--- config.mk ---
export PLATFORM = sky130hd
export DESIGN_NAME = seg_split_top
export DESIGN_NICKNAME = d
export VERILOG_FILES = /design/src/rtl/seg_split_pkg.sv /design/src/rtl/seg_split_count.sv /design/src/rtl/seg_split_pos.sv /design/src/rtl/seg_split_pid.sv /design/src/rtl/seg_split_top.sv
export SDC_FILE = /design/constraint.sdc
export NUM_CORES = 1
export LEC_CHECK = 0
export BUFFER_PORTS_ARGS = -buffer_cell sky130_fd_sc_hd__buf_2
export CAP_MARGIN = 20
export CORE_ASPECT_RATIO = 0.8
export CORE_UTILIZATION = 50
export CTS_CLUSTER_DIAMETER = 150
export DETAILED_ROUTE_END_ITERATION = 10
export PLACE_DENSITY = 0.81
export SLEW_MARGIN = 0
export SYNTH_ARGS = -nofsm -noshare
export SYNTH_HDL_FRONTEND = slang
export SYNTH_SLANG_ARGS = --single-unit
--- constraint.sdc ---
create_clock -name clk_i -period 4.6 [get_ports clk_i]
set_input_delay 0.23 -clock clk_i [delete_from_list [all_inputs] [get_ports clk_i]]
set_output_delay 0.23 -clock clk_i [all_outputs]
set_load 0.1 [all_outputs]
--- src/rtl/seg_split_pkg.sv ---
package seg_split_pkg;
  typedef enum logic [1:0] {
    POS_MID   = 2'b00,
    POS_FINAL = 2'b01,
    POS_FIRST = 2'b10,
    POS_WHOLE = 2'b11
  } seg_pos_e;

  localparam logic [1:0] PID_DATA0 = 2'b00;
  localparam logic [1:0] PID_DATA2 = 2'b01;
  localparam logic [1:0] PID_DATA1 = 2'b10;
endpackage

--- src/rtl/seg_split_count.sv ---
module seg_split_count #(
  parameter int LEN_W     = 11,
  parameter int SEG_BYTES = 188,
  parameter int BYTES_W   = $clog2(SEG_BYTES + 1)
) (
  input  logic               clk_i,
  input  logic               rst_ni,
  input  logic               start_i,
  input  logic [LEN_W-1:0]   start_len_i,
  input  logic               accept_i,
  output logic               busy_o,
  output logic               first_o,
  output logic               last_o,
  output logic [BYTES_W-1:0] bytes_o,
  output logic               done_o
);
  localparam logic [LEN_W-1:0]   SEG_LEN = LEN_W'(SEG_BYTES);
  localparam logic [BYTES_W-1:0] SEG_B   = BYTES_W'(SEG_BYTES);

  logic [LEN_W-1:0] rem_q;
  logic             busy_q, first_q, done_q;

  assign last_o  = (rem_q <= SEG_LEN);
  assign bytes_o = last_o ? rem_q[BYTES_W-1:0] : SEG_B;
  assign busy_o  = busy_q;
  assign first_o = first_q;
  assign done_o  = done_q;

  always_ff @(posedge clk_i) begin
    if (!rst_ni) begin
      rem_q   <= '0;
      busy_q  <= 1'b0;
      first_q <= 1'b0;
      done_q  <= 1'b0;
    end else begin
      done_q <= 1'b0;
      if (!busy_q && start_i) begin
        rem_q   <= start_len_i;
        first_q <= 1'b1;
        busy_q  <= 1'b1;
      end else if (busy_q && accept_i) begin
        first_q <= 1'b0;
        if (last_o) begin
          busy_q <= 1'b0;
          done_q <= 1'b1;
        end else begin
          rem_q <= rem_q - SEG_LEN;
        end
      end
    end
  end

  AST_DONE_ONE_CYCLE: assert property (@(posedge clk_i) disable iff (!rst_ni)
    done_q |=> !done_q);
  AST_DONE_AFTER_LAST: assert property (@(posedge clk_i) disable iff (!rst_ni)
    (busy_q && accept_i && last_o) |=> (done_q && !busy_q));
  AST_BYTES_LIMIT: assert property (@(posedge clk_i) disable iff (!rst_ni)
    busy_q |-> (bytes_o <= SEG_B));
endmodule

--- src/rtl/seg_split_pos.sv ---
module seg_split_pos
  import seg_split_pkg::*;
(
  input  logic     first_i,
  input  logic     last_i,
  output seg_pos_e pos_o
);
  always_comb begin
    unique case ({first_i, last_i})
      2'b11:   pos_o = POS_WHOLE;
      2'b10:   pos_o = POS_FIRST;
      2'b01:   pos_o = POS_FINAL;
      default: pos_o = POS_MID;
    endcase
  end
endmodule

--- src/rtl/seg_split_pid.sv ---
module seg_split_pid
  import seg_split_pkg::*;
(
  input  logic       clk_i,
  input  logic       rst_ni,
  input  logic       load_i,
  input  logic [1:0] load_pid_i,
  input  logic       advance_i,
  output logic [1:0] pid_o
);
  logic [1:0] pid_q;
  assign pid_o = pid_q;

  always_ff @(posedge clk_i) begin
    if (!rst_ni) begin
      pid_q <= PID_DATA0;
    end else if (load_i) begin
      pid_q <= load_pid_i;
    end else if (advance_i) begin
      pid_q <= (pid_q == PID_DATA0) ? PID_DATA1 : PID_DATA0;
    end
  end

  AST_PID_ALTERNATES: assert property (@(posedge clk_i) disable iff (!rst_ni)
    (advance_i && !load_i) |=> (pid_q != $past(pid_q) && pid_q != PID_DATA2));
  AST_PID_LOADED: assert property (@(posedge clk_i) disable iff (!rst_ni)
    load_i |=> (pid_q == $past(load_pid_i)));
endmodule

--- src/rtl/seg_split_top.sv ---
module seg_split_top
  import seg_split_pkg::*;
#(
  parameter int LEN_W     = 11,
  parameter int SEG_BYTES = 188,
  localparam int BYTES_W  = $clog2(SEG_BYTES + 1)
) (
  input  logic               clk_i,
  input  logic               rst_ni,
  input  logic               start_i,
  input  logic [LEN_W-1:0]   start_len_i,
  input  logic [1:0]         start_pid_i,
  output logic               seg_valid_o,
  input  logic               seg_ready_i,
  output logic [BYTES_W-1:0] seg_bytes_o,
  output logic [1:0]         seg_pos_o,
  output logic [1:0]         seg_pid_o,
  output logic               done_o
);
  logic     busy, first, last, accept, take_start;
  seg_pos_e pos;

  assign accept      = busy & seg_ready_i;
  assign take_start  = start_i & ~busy;
  assign seg_valid_o = busy;
  assign seg_pos_o   = pos;

  seg_split_count #(.LEN_W(LEN_W), .SEG_BYTES(SEG_BYTES), .BYTES_W(BYTES_W)) count_i (
    .clk_i      (clk_i),
    .rst_ni     (rst_ni),
    .start_i    (start_i),
    .start_len_i(start_len_i),
    .accept_i   (accept),
    .busy_o     (busy),
    .first_o    (first),
    .last_o     (last),
    .bytes_o    (seg_bytes_o),
    .done_o     (done_o)
  );

  seg_split_pos pos_i (
    .first_i(first),
    .last_i (last),
    .pos_o  (pos)
  );

  seg_split_pid pid_i (
    .clk_i     (clk_i),
    .rst_ni    (rst_ni),
    .load_i    (take_start),
    .load_pid_i(start_pid_i),
    .advance_i (accept),
    .pid_o     (seg_pid_o)
  );

  AST_HOLD_STALL: assert property (@(posedge clk_i) disable iff (!rst_ni)
    (seg_valid_o && !seg_ready_i) |=> (seg_valid_o && $stable(seg_bytes_o)
      && $stable(seg_pos_o) && $stable(seg_pid_o)));
  AST_START_VALID: assert property (@(posedge clk_i) disable iff (!rst_ni)
    (start_i && !seg_valid_o) |=> seg_valid_o);
  AST_AFTER_FIRST: assert property (@(posedge clk_i) disable iff (!rst_ni)
    (seg_valid_o && seg_ready_i && seg_pos_o == 2'b10) |=>
      (seg_valid_o && (seg_pos_o == 2'b00 || seg_pos_o == 2'b01)));
  AST_MID_FULL: assert property (@(posedge clk_i) disable iff (!rst_ni)
    (seg_valid_o && seg_pos_o == 2'b00) |-> (seg_bytes_o == BYTES_W'(SEG_BYTES)));
  AST_FINAL_NONZERO: assert property (@(posedge clk_i) disable iff (!rst_ni)
    (seg_valid_o && seg_pos_o == 2'b01) |-> (seg_bytes_o != '0));
endmodule

==> metrics.txt <==
Clock Skews=roughly 0.0061 ns; Worst EP required=about 4.4 ns; worst hold path class=in -> reg; final hold vios=0; Die Wd=53.1 um; Place WS=between 2 and 2.5 ns; dpl hpwl=between 1500 and 2000 um; Worst slew margin=33.6%; Post-Synthesis Cells=~120; Hold Path Sink=count_i.rem_q[1]; Net Count, Synth=about 140; die area=approximately 2300 sq um; GRT Residual Overflow=0; crit end category=output pin; placed cell count=about 170; P&R area growth vs syn=11.2%; Vias/cell=approximately 6.1; CP max FO=13; gr usage total=about 25%; post-CTS sizing=0; gpl congestion=between 0.9 and 1; met3 usage=about 4.7%; total CTS buffers=3; Ys Warns=0; CP startpoint kind=flop; hold slack=roughly 0.19 ns; Worst path slowest cell=a211oi_2; Worst-Margin Slew=0.994 ns; vias in the first global route=944; Core Util, Final=between 60% and 70%; number of antenna violations at the first check in global routing=0; DRT Wirelength=between 2000 and 3000 um; WP data arrival=approximately 2.6 ns; worst setup margin=roughly 1.7 ns; Initial Utilization=a little over half; min-delay src=start_len_i[1]; Synth cell types=43; Top Usage Layer GRT=met2; syn_area_per_cell=8.64 sq um; Pwr per Cell Area=about 410 nW/um^2; Clk Latency, worst-skew pair=between 0.2 and 0.3 ns; Iter 0 DRT Violations=46; TritonCTS clock tree=done; DRC viols=0; max_cap viols=0; via count=1,034; die extent in y=~43 um; FF+latch count, synth=16; Final period util=62.2%; reg-to-reg slack, setup=2.47 ns; non-filler cells, final=170; std cell rows=14; status=finished clean; 1st-pass router iterations=4; Bufs on Longest Clock Path=2; Crit Path Category=reg -> out; Buf/Inv on CP=1; Worst R2R Start=count_i.rem_q[2]; IO Count=31; Final Net Count=approximately 170; Clock H-tree levels=1; CTS root buf=clkbuf_4; pin count of the biggest net entering global routing=17; RSZ-0062 raised after global routing=false; first-pass GRT wire length=about 4300 um; Slew Viols, Final=0; met1 GRT Util=around 37%; port bufs=30; minimum clock period=around 2.9 ns; Max stage delay on crit path=around 0.67 ns; setup violators final=0; worst-path cell chain=ha_1, and3_2, a211oi_2, nor2_1, nand2_1, buf_2; Synth Cell Area=1050 sq um; FF-to-FF End=count_i.done_o; f_max=~0.35 GHz; post-cts hold buffer count=0; register area share after synthesis=just over 30%; Core Box Area=1930 sq um; Hold Path Depth=3; VDD IR max=approximately 0.00022 V; postcts setup bufs=0; share of post-route cells with drive strength above 1=approximately a third; Leak=around 0.51 nW; r2r worst-path depth=5; CP top delay family=compound AO/OA/AOI/OAI gates; # diodes=0; Final ANT Viol Nets=0; met2 GRT Util=between 30 and 40%; Num Clock Sinks=16; Wirelength per Cell=between 15 and 20 um; Clock Pin Slew Worst Setup and Hold Paths=~0.090 ns; Fin Setup TNS=0 ns
worst max-delay path by stage:
stage                      from              to  cells past startpoint
6_report       count_i.rem_q[2]  seg_bytes_o[2]                      6
5_1_grt        count_i.rem_q[2]  seg_bytes_o[2]                      6
4_1_cts        count_i.rem_q[2]  seg_bytes_o[2]                      6
3_5_place_dp   count_i.rem_q[2]  seg_bytes_o[2]                      6
3_3_place_gp   count_i.rem_q[2]  seg_bytes_o[2]                      6
2_1_floorplan  count_i.rem_q[2]  seg_bytes_o[2]                      5
Yosys cell counts:
master / n / area share [%]
a2111oi_0: 2 / 1.7
a211o_1: 1 / 0.84
a211oi_1: 5 / 3.6
a211oi_2: 4 / 4.8
a21boi_0: 3 / 2.2
a21o_1: 1 / 0.72
a21oi_1: 5 / 2.4
a31o_2: 1 / 0.84
a31oi_1: 1 / 0.60
a41o_1: 1 / 0.96
a41oi_1: 1 / 0.84
a41oi_2: 1 / 1.6
and2_1: 1 / 0.60
and3_1: 3 / 1.8
and3_2: 3 / 2.2
and4_1: 1 / 0.84
buf_16: 1 / 2.6
buf_4: 1 / 0.72
buf_6: 5 / 5.4
clkbuf_1: 2 / 0.72
dfxtp_1: 16 / 31
ha_1: 1 / 1.2
inv_1: 3 / 1.1
mux2i_1: 1 / 0.96
nand2_1: 7 / 2.5
nand2_2: 1 / 0.60
nand2b_1: 1 / 0.60
nand3_1: 4 / 1.9
nand4_1: 1 / 0.60
nor2_1: 11 / 3.9
nor2b_1: 3 / 1.8
nor3_1: 2 / 0.96
nor3_2: 2 / 1.9
o2111a_1: 1 / 1.1
o211a_1: 1 / 0.96
o211ai_1: 3 / 2.2
o21a_1: 1 / 0.72
o21ai_0: 9 / 4.3
o21ai_1: 3 / 1.4
o21ai_2: 1 / 0.84
o221ai_1: 1 / 0.84
o31a_1: 1 / 0.84
or3_1: 4 / 2.4
cells by family after synthesis:
logic type	synth area share, %
AO/OA/AOI/OAI	34.1
adder cells (fa/ha/maj)	1.20
buffers and inverters	10.5
flip-flops	30.6
multiplexers	0.957
AND/OR/NAND/NOR	22.6
stage by stage:
stage / area [sq um] / power [mW]
CTS: 1160 / 0.476
global placement: 1130 / 0.376
global route: 1160 / 0.498
floorplan: 1050 / 0.355
finish: 1160 / 0.474
detailed placement: 1130 / 0.380
placed cells by master (no fill, tap or decap), types with 2 or more instances in the layout:
master,netlist,routed
o211ai_1,3,3
dfxtp_1,16,16
a21boi_0,3,3
nand2_1,7,7
and3_2,3,3
nor2b_1,3,3
a211oi_1,5,5
nor2_1,11,11
o21ai_1,3,3
a211oi_2,4,4
nand3_1,4,4
or3_1,4,4
clkbuf_4,0,3
and3_1,3,3
a2111oi_0,2,2
nor3_1,2,2
nor3_2,2,2
o21ai_0,9,9
a21oi_1,5,5
buf_2,0,30
inv_1,3,3
registers in the layout, indices dropped and copies added (netlist names):
register         flops
count_i.busy_o       1
count_i.done_o       1
count_i.first_o      1
count_i.rem_q       11
pid_i.pid_o          2
worst min-delay path, delay by kind of cell:
kind | cells | cell delay (ns)
buffers and inverters | 1 | 0.10
AO/OA/AOI/OAI | 1 | 0.06
AND/OR/NAND/NOR | 1 | 0.04
area by class of cell:
cell class | count | area [sq um]
timing repair buffer | 30 | 150
clock buffer | 4 | 36.3
fill | 196 | 763
sequential | 16 | 320
tap | 24 | 30.0
multi-input combinational | 93 | 616
inverter | 3 | 11.3
per-layer routing:
metal / part of all wire (%) / vias to the layer above
met4: 0.43 / 0
met1: 48 / 475
met3: 7.1 / 2
li1: - / 511
met5: 0 / -
met2: 45 / 46
report_power, final:
group	leakage, nW	internal, mW	total, mW	switching, mW
Combinational	0.355	0.0427	0.209	0.166
Clock	0.0210	0.0482	0.0957	0.0475
Sequential	0.132	0.151	0.170	0.0191
Total	0.509	0.242	0.474	0.232
No activity file was read; power rests on OpenSTA's default activity.
